## src/rtl/pwb_pkg.sv

```systemverilog
package pwb_pkg;
    // Lifecycle of one buffer; values only matter inside this block
    typedef enum logic [1:0] {
        SLOT_EMPTY = 2'd0,
        SLOT_OPEN  = 2'd1,
        SLOT_WAIT  = 2'd2,
        SLOT_DRAIN = 2'd3
    } slot_state_e;
endpackage

```

## src/rtl/pwb_slot.sv

```systemverilog
module pwb_slot
    import pwb_pkg::*;
#(
    parameter int DEPTH = 4,
    parameter int AW    = 16,
    parameter int DW    = 32
) (
    input  logic          clk,
    input  logic          rst_n,
    input  logic          wr_en,
    input  logic [AW-1:0] wr_addr,
    input  logic [DW-1:0] wr_data,
    input  logic          seq_end,
    input  logic          drain_go,
    input  logic          pop,
    output slot_state_e   state_o,
    output logic [AW-1:0] head_addr,
    output logic [DW-1:0] head_data
);
    localparam int CW = $clog2(DEPTH + 1);
    localparam int PW = (DEPTH > 1) ? $clog2(DEPTH) : 1;

    typedef struct packed {
        slot_state_e                st;
        logic [CW-1:0]              cnt;
        logic [PW-1:0]              rptr;
        logic [DEPTH-1:0][AW-1:0]   addr;
        logic [DEPTH-1:0][DW-1:0]   data;
    } slot_t;

    slot_t r_d, r_q;
    logic  fills_last;
    logic  pops_last;

    always_comb begin
        r_d        = r_q;
        fills_last = (r_q.cnt + CW'(1)) == CW'(DEPTH);
        pops_last  = (CW'(r_q.rptr) + CW'(1)) == r_q.cnt;
        unique case (r_q.st)
            SLOT_EMPTY, SLOT_OPEN: begin
                if (wr_en) begin
                    r_d.addr[r_q.cnt[PW-1:0]] = wr_addr;
                    r_d.data[r_q.cnt[PW-1:0]] = wr_data;
                    r_d.cnt = r_q.cnt + CW'(1);
                    r_d.st  = fills_last ? SLOT_WAIT : SLOT_OPEN;
                end else if (r_q.st == SLOT_OPEN && seq_end) begin
                    r_d.st = SLOT_WAIT;
                end
            end
            SLOT_WAIT: begin
                if (drain_go) begin
                    r_d.st   = SLOT_DRAIN;
                    r_d.rptr = '0;
                end
            end
            SLOT_DRAIN: begin
                if (pop) begin
                    if (pops_last) begin
                        r_d.st   = SLOT_EMPTY;
                        r_d.cnt  = '0;
                        r_d.rptr = '0;
                    end else begin
                        r_d.rptr = r_q.rptr + PW'(1);
                    end
                end
            end
            default: r_d.st = SLOT_EMPTY;
        endcase
    end

    always_ff @(posedge clk or negedge rst_n) begin
        if (!rst_n) r_q <= '0;
        else        r_q <= r_d;
    end

    assign state_o   = r_q.st;
    assign head_addr = r_q.addr[r_q.rptr];
    assign head_data = r_q.data[r_q.rptr];

    // writes only land in an empty or open buffer
    p_fill_open_r2: assert property (@(posedge clk) disable iff (!rst_n)
        wr_en |-> (r_q.st == SLOT_EMPTY || r_q.st == SLOT_OPEN));
    // the DEPTH-th beat closes the buffer
    p_close_full_r2: assert property (@(posedge clk) disable iff (!rst_n)
        (wr_en && fills_last) |=> (r_q.st == SLOT_WAIT));
    // without a pop the drain head does not move
    p_head_hold_r5: assert property (@(posedge clk) disable iff (!rst_n)
        (r_q.st == SLOT_DRAIN && !pop) |=> (r_q.st == SLOT_DRAIN && $stable(r_q.rptr)));
    // a drain ends with the buffer empty
    p_drain_end_r5: assert property (@(posedge clk) disable iff (!rst_n)
        (r_q.st == SLOT_DRAIN && pop && pops_last) |=> (r_q.st == SLOT_EMPTY && r_q.cnt == '0));
endmodule

```

## src/rtl/pwb_fill_sel.sv

```systemverilog
module pwb_fill_sel
    import pwb_pkg::*;
(
    input  slot_state_e st0,
    input  slot_state_e st1,
    input  logic        in_valid,
    output logic        ready,
    output logic [1:0]  wr_en
);
    logic to_one;

    always_comb begin
        // an open buffer keeps the sequence; else empty 0, else empty 1
        to_one = (st1 == SLOT_OPEN) ||
                 (st0 != SLOT_OPEN && st0 != SLOT_EMPTY && st1 == SLOT_EMPTY);
        ready  = (st0 == SLOT_EMPTY) || (st0 == SLOT_OPEN) ||
                 (st1 == SLOT_EMPTY) || (st1 == SLOT_OPEN);
        wr_en[0] = in_valid && ready && !to_one;
        wr_en[1] = in_valid && ready && to_one;
    end
endmodule

```

## src/rtl/pwb_drain_arb.sv

```systemverilog
module pwb_drain_arb
    import pwb_pkg::*;
#(
    parameter int AW = 16,
    parameter int DW = 32
) (
    input  slot_state_e   st0,
    input  slot_state_e   st1,
    input  logic          dr_accept,
    input  logic [AW-1:0] head_addr0,
    input  logic [DW-1:0] head_data0,
    input  logic [AW-1:0] head_addr1,
    input  logic [DW-1:0] head_data1,
    output logic [1:0]    drain_go,
    output logic [1:0]    pop,
    output logic          dr_valid,
    output logic [AW-1:0] dr_addr,
    output logic [DW-1:0] dr_data
);
    logic busy0, busy1;

    always_comb begin
        busy0       = (st0 == SLOT_DRAIN);
        busy1       = (st1 == SLOT_DRAIN);
        drain_go[0] = !busy0 && !busy1 && (st0 == SLOT_WAIT);
        drain_go[1] = !busy0 && !busy1 && (st1 == SLOT_WAIT) && (st0 != SLOT_WAIT);
        dr_valid    = busy0 || busy1;
        pop[0]      = busy0 && dr_accept;
        pop[1]      = busy1 && dr_accept;
        dr_addr     = busy1 ? head_addr1 : head_addr0;
        dr_data     = busy1 ? head_data1 : head_data0;
    end
endmodule

```

## src/rtl/pwb_pingpong.sv

```systemverilog
module pwb_pingpong
    import pwb_pkg::*;
#(
    parameter int DEPTH = 4,
    parameter int AW    = 16,
    parameter int DW    = 32
) (
    input  logic          clk,
    input  logic          rst_n,
    input  logic          in_valid,
    input  logic [AW-1:0] in_addr,
    input  logic [DW-1:0] in_data,
    output logic          in_ready,
    output logic          dr_valid,
    output logic [AW-1:0] dr_addr,
    output logic [DW-1:0] dr_data,
    input  logic          dr_accept
);
    localparam int NBUF = 2;

    slot_state_e          st [NBUF];
    logic [NBUF-1:0]      wr_en;
    logic [NBUF-1:0]      drain_go;
    logic [NBUF-1:0]      pop;
    logic [AW-1:0]        head_addr [NBUF];
    logic [DW-1:0]        head_data [NBUF];

    pwb_fill_sel u_fill (
        .st0      (st[0]),
        .st1      (st[1]),
        .in_valid (in_valid),
        .ready    (in_ready),
        .wr_en    (wr_en)
    );

    for (genvar i = 0; i < NBUF; i++) begin : g_slot
        pwb_slot #(.DEPTH(DEPTH), .AW(AW), .DW(DW)) u_slot (
            .clk       (clk),
            .rst_n     (rst_n),
            .wr_en     (wr_en[i]),
            .wr_addr   (in_addr),
            .wr_data   (in_data),
            .seq_end   (!in_valid),
            .drain_go  (drain_go[i]),
            .pop       (pop[i]),
            .state_o   (st[i]),
            .head_addr (head_addr[i]),
            .head_data (head_data[i])
        );
    end

    pwb_drain_arb #(.AW(AW), .DW(DW)) u_arb (
        .st0        (st[0]),
        .st1        (st[1]),
        .dr_accept  (dr_accept),
        .head_addr0 (head_addr[0]),
        .head_data0 (head_data[0]),
        .head_addr1 (head_addr[1]),
        .head_data1 (head_data[1]),
        .drain_go   (drain_go),
        .pop        (pop),
        .dr_valid   (dr_valid),
        .dr_addr    (dr_addr),
        .dr_data    (dr_data)
    );

    // never two drains at once
    p_one_drain_r6: assert property (@(posedge clk) disable iff (!rst_n)
        !(st[0] == SLOT_DRAIN && st[1] == SLOT_DRAIN));
    // a stall means no buffer can take a beat
    p_stall_r3: assert property (@(posedge clk) disable iff (!rst_n)
        !in_ready |-> (st[0] inside {SLOT_WAIT, SLOT_DRAIN} && st[1] inside {SLOT_WAIT, SLOT_DRAIN}));
    // an open buffer 1 takes the next beat
    p_keep_open_r1: assert property (@(posedge clk) disable iff (!rst_n)
        (in_valid && st[1] == SLOT_OPEN) |-> (wr_en == 2'b10));
    // a waiting buffer 0 with no drain in progress starts draining
    p_start_r4: assert property (@(posedge clk) disable iff (!rst_n)
        (st[0] == SLOT_WAIT && st[1] != SLOT_DRAIN) |=> (st[0] == SLOT_DRAIN));
    // a presented entry holds until accepted
    p_dr_hold_r5: assert property (@(posedge clk) disable iff (!rst_n)
        (dr_valid && !dr_accept) |=> (dr_valid && $stable(dr_addr) && $stable(dr_data)));
endmodule

```

## config.mk

```make
export PLATFORM = sky130hd
export DESIGN_NAME = pwb_pingpong
export DESIGN_NICKNAME = d
export VERILOG_FILES = /design/src/rtl/pwb_pkg.sv /design/src/rtl/pwb_slot.sv /design/src/rtl/pwb_fill_sel.sv /design/src/rtl/pwb_drain_arb.sv /design/src/rtl/pwb_pingpong.sv
export SDC_FILE = /design/constraint.sdc
export NUM_CORES = 1
export LEC_CHECK = 0
export ABC_CLOCK_PERIOD_IN_PS = 2290
export BUFFER_PORTS_ARGS = -buffer_cell sky130_fd_sc_hd__buf_2
export CAP_MARGIN = 20
export CORE_AREA = 2 2 177 214
export DETAILED_ROUTE_END_ITERATION = 8
export DIE_AREA = 0 0 179 216
export GPL_TIMING_DRIVEN = 0
export PLACE_DENSITY = 0.67
export SYNTH_ARGS = -nofsm -noshare
export SYNTH_HDL_FRONTEND = slang
export SYNTH_SLANG_ARGS = --single-unit
```

## constraint.sdc

```tcl
create_clock -name clk -period 2.29 [get_ports clk]
set_input_delay 0.1145 -clock clk [delete_from_list [all_inputs] [get_ports clk]]
set_output_delay 0.1145 -clock clk [all_outputs]
set_load 0.03 [all_outputs]
```

==> results.rst <==
.. list-table::
   :header-rows: 1

   * - Metric
     - Value
   * - Cell with the biggest individual delay on the critical path
     - mux4_2
   * - Number of nets in the finished design
     - 1373
   * - Capturing point of the worst reg2reg path
     - g_slot[0].u_slot.r_q[86]
   * - Antenna violations before repair
     - 1
   * - End of the critical path
     - dr_addr[6]
   * - Detailed-route DRC error count
     - 0
   * - Max-cap violations
     - 0
   * - Total standard cell area after synthesis
     - 18000 um2
   * - Final Hold Violating Endpoints
     - 0
   * - Post-route worst hold slack
     - 0.139 ns
   * - Height of the die
     - roughly 220 um
   * - Area growth from synthesis to final layout
     - 22.0%
   * - Fraction of final layout cells with drive strength greater than 1
     - 52.4%
   * - Clock network latency to the later pin of the worst-skew pair
     - 0.55 ns
   * - Yosys top cell area share
     - 55.2%
   * - Slew at the pin with the worst max-slew slack
     - 0.810 ns
   * - Via count normalized by instance count
     - 5.68
   * - CTS tree
     - built
   * - Run status
     - finished with violations
   * - Initial standard-cell utilization of the core
     - between 40% and 50%
   * - Maximum clock skew at final layout
     - 0.0254 ns
   * - Part of the Yosys area used for sequential elements
     - 55.2%
   * - Primary FF master, synth
     - dfrtp_1
   * - Worst relative slew slack
     - 46.0%
   * - Count of port buffers added during placement
     - 100
   * - Vias in the first global route
     - between 10000 and 15000
   * - Dominant cell type by count on the critical path
     - buf_12
   * - Row count
     - 77
   * - Data arrival time of the critical path
     - 2.30 ns
   * - Buffer levels on the longest clock path
     - 3
   * - Worst ir drop on vdd
     - 805 uV
   * - Top cells by area, synth
     - dfrtp_1, mux2_2, mux4_2
   * - Kind of capture point of the worst setup path
     - output port
   * - Number of flops mapped to enable cells by yosys
     - 0
   * - Register-to-Register Path Depth
     - 7
   * - Clk network pwr share
     - 19.1%
   * - Wire length per cell after detailed routing
     - between 20 and 25 um
   * - Maximum number of pins on one net before global-route repair
     - 120
   * - Delay of the slowest cell on the worst path
     - 0.50 ns
   * - Post-route ant nets
     - 0
   * - HPWL after DPL
     - between 20000 and 30000 um
   * - Minimum clock period
     - 2.41 ns
   * - Timing startpoint of the critical path
     - g_slot[1].u_slot.r_q[192]
   * - Library cells used by synthesis
     - 40
   * - Number of inserted filler cells in the final layout
     - roughly 2800
   * - Final WL
     - 42400 um
   * - Switching power as a share of total power
     - 33.0%
   * - Maximum clock frequency
     - 415 MHz
   * - Worst reg2reg setup slack
     - 0.15 ns
   * - Worst Slack Setup Final
     - -0.121 ns
   * - Tightest Hold Check Type
     - in -> async
   * - Clock-pin slew reported for the worst setup and hold paths after clock tree synthesis
     - 0.06 ns
   * - Setup-failing EPs final
     - 48
   * - Power per Cell Area
     - 1580 nW/um2
   * - Overall fraction of global-route tracks in use
     - a little under a quarter
   * - Leakage
     - roughly 0.01 uW
   * - Syn Nets
     - 1161
   * - Placeable Area
     - 36500 um2
   * - Post-synthesis sequential element count
     - 398
   * - Max H-tree Level
     - 2
   * - Largest area contributor in the synthesized netlist
     - dfrtp_1
   * - Proportion of power drawn by combinational gates
     - 46.4%
   * - Detailed-router iteration count before antenna repair
     - 4
   * - Weighted congestion at the end of routability-driven global placement
     - 0.795
   * - Share of flip-flops with an asynchronous set or reset
     - 100%
   * - Ordered list of cells on the worst path
     - buf_12 -> buf_12 -> mux4_2 -> mux2_4 -> buf_6
   * - Category of the critical setup timing path
     - reg -> out
   * - I/O pin count
     - approximately 100
   * - Horizontal die dimension
     - ~180 um
   * - CTS buffer count
     - 41
   * - Largest fanout on the critical path
     - 6
   * - Sum of overflow across all layers after global routing
     - 0
   * - Endpoint required time on the critical path
     - approximately 2.2 ns
   * - Detailed-route via count
     - roughly 10000
   * - CP startpoint kind
     - flop
   * - Final clock period utilization by the worst path
     - 105%
   * - First-pass GRT wire length
     - roughly 66000 um
   * - Post-synthesis area per instance
     - roughly 16 um2
   * - Setup TNS Final
     - -3.99 ns
   * - Pins over their slew limit
     - 0
   * - DRC marker count from the first detailed-route iteration
     - around 580
   * - Clk root buf
     - clkbuf_16
   * - Violated checks
     - negative setup slack
   * - Internal power of the cells
     - 23300 uW
   * - Unrepaired setup endpoints after global routing
     - yes
   * - Sequential share of power
     - approximately 35%
   * - Synth warnings
     - 0
   * - Net Sw Power
     - 11500 uW
   * - Number of clock sinks
     - 398
   * - Beginning of the worst register-to-register path
     - g_slot[0].u_slot.state_o[1]
   * - Overall die area
     - approximately 39000 um2
   * - Post-Synthesis Cells
     - 1097
==> critical path, delay by kind of cell, from the launching register on <==
kind                   cells  cell delay (ns)
buffers and inverters      3             0.47
muxes                      2             0.81
DFF                        1             0.46
==> synth_stat cells, types with 3 or more instances <==
master,instances
a2bb2oi_1,4
buf_1,8
buf_2,37
buf_4,15
clkbuf_1,11
dfrtp_1,398
ha_1,12
inv_1,8
mux2_1,80
mux2_2,354
mux4_2,96
nand2_1,22
nor2_1,4
o21ai_0,10
o22ai_1,3
xnor2_1,4
xor2_1,3
==> registers in the layout, summed over array words and instances, names as in the netlist <==
name and cells:
g_slot.u_slot.r_q 394, g_slot.u_slot.state_o 4
==> metrics by stage <==
step | cells | instance area, um2 | utilization, % | total power [uW] | setup WS, ns
after detailed placement | 1674 | 19200 | 52.6 | 25300 | -0.287
final | 1813 | 22000 | 60.3 | 34700 | -0.121
after global routing | 1813 | 22000 | 60.3 | 36500 | -0.172
after floorplan | 1097 | 18000 | - | 21600 | 0.425
after global placement | 1671 | 19100 | 52.4 | 24900 | -6.76
after CTS | 1811 | 21900 | 60.1 | 34800 | -0.184
==> cell usage in the layout (no fill, tap or decap), types with 2 or more instances in the layout <==
cell,synthesis,final
o2bb2ai_1,2,2
buf_2,37,78
o41ai_1,2,2
clkbuf_8,0,7
clkinv_2,0,6
mux4_2,96,96
a21oi_1,2,2
buf_12,0,12
buf_8,0,3
o22ai_1,3,3
xnor2_1,4,4
ha_1,12,12
a2bb2oi_1,4,4
mux2_1,80,80
inv_1,8,8
clkbuf_1,11,14
mux2i_1,2,2
xor2_1,3,3
nor2_1,4,4
mux2_2,354,310
buf_4,15,24
o21ai_0,10,10
mux2_4,0,44
buf_6,0,54
dlygate4sd3_1,0,51
bufinv_16,0,2
nand2b_1,2,2
clkbuf_2,0,6
clkbuf_16,0,44
dfrtp_1,398,397
nand2_1,22,22
buf_16,0,7
==> layer usage <==
layer / vias to the layer above / GRT usage [%] / wire length (um)
li1: 4538 / - / -
met2: 190 / 37.6 / 21400
met5: - / 0 / 0
met4: 0 / 5.23 / 787
met3: 53 / 4.26 / 1970
met1: 5510 / 31.0 / 18200
==> worst min-delay path by stage <==
stage	start	slack, ns	end
2_1_floorplan	rst_n	-0.18	g_slot[0].u_slot.r_q[0]
3_3_place_gp	in_data[22]	0.44	g_slot[1].u_slot.r_q[86]
3_5_place_dp	rst_n	0.13	g_slot[0].u_slot.r_q[119]
4_1_cts	rst_n	0.16	g_slot[0].u_slot.r_q[119]
5_1_grt	rst_n	0.18	g_slot[0].u_slot.r_q[119]
6_report	rst_n	0.14	g_slot[0].u_slot.r_q[119]
==> kinds of logic (layout without fill, tap and decap cells) <==
| kind of cell | after synthesis | count (layout) | share of synthesized area [%] |
|---|---|---|---|
| buffers and inverters | 80 | 321 | 2.23 |
| AO/OA/AOI/OAI | 31 | 31 | 1.24 |
| flip-flops | 398 | 398 | 55.2 |
| adder cells (fa/ha/maj) | 12 | 12 | 0.832 |
| XOR/XNOR | 7 | 7 | 0.340 |
| multiplexers | 532 | 532 | 39.2 |
| AND/OR/NAND/NOR | 37 | 37 | 0.943 |
| other | 0 | 1 | 0 |
==> area by class of cell <==
cell class	count	area (um2)	area share, %
clock buffers	61	1210	5.51
well taps	474	593	2.69
multi-input cells	619	7850	35.6
clock inverters	11	115	0.523
flip-flops and latches	398	9960	45.3
plain buffers	69	579	2.63
inverters	9	33.8	0.154
diodes	1	2.50	0.0114
repair buffers	171	1660	7.55
==> what timing repair did <==
action | CTS | global route
gates resized for setup | 230 | 20
pin swaps | 0 | 0
setup endpoints to repair | 49 | 50
hold buffers | 51 | 0
setup buffers | 11 | 2
endpoints found under the hold margin | 461 | 0
gates cloned | 4 | 1
==> power by group through the flow <==
| stage | Sequential, uW | Clock (uW) | Combinational (uW) |
|---|---|---|---|
| after global routing | 12400 | 7090 | 17100 |
| after floorplan | 11500 | 0 | 10100 |
| final | 12000 | 6640 | 16100 |
| after global placement | 11900 | 0 | 13000 |
| after detailed placement | 12100 | 0 | 13200 |
| after CTS | 12000 | 6790 | 16100 |
Note: power is estimated with default switching activity, not from simulation.
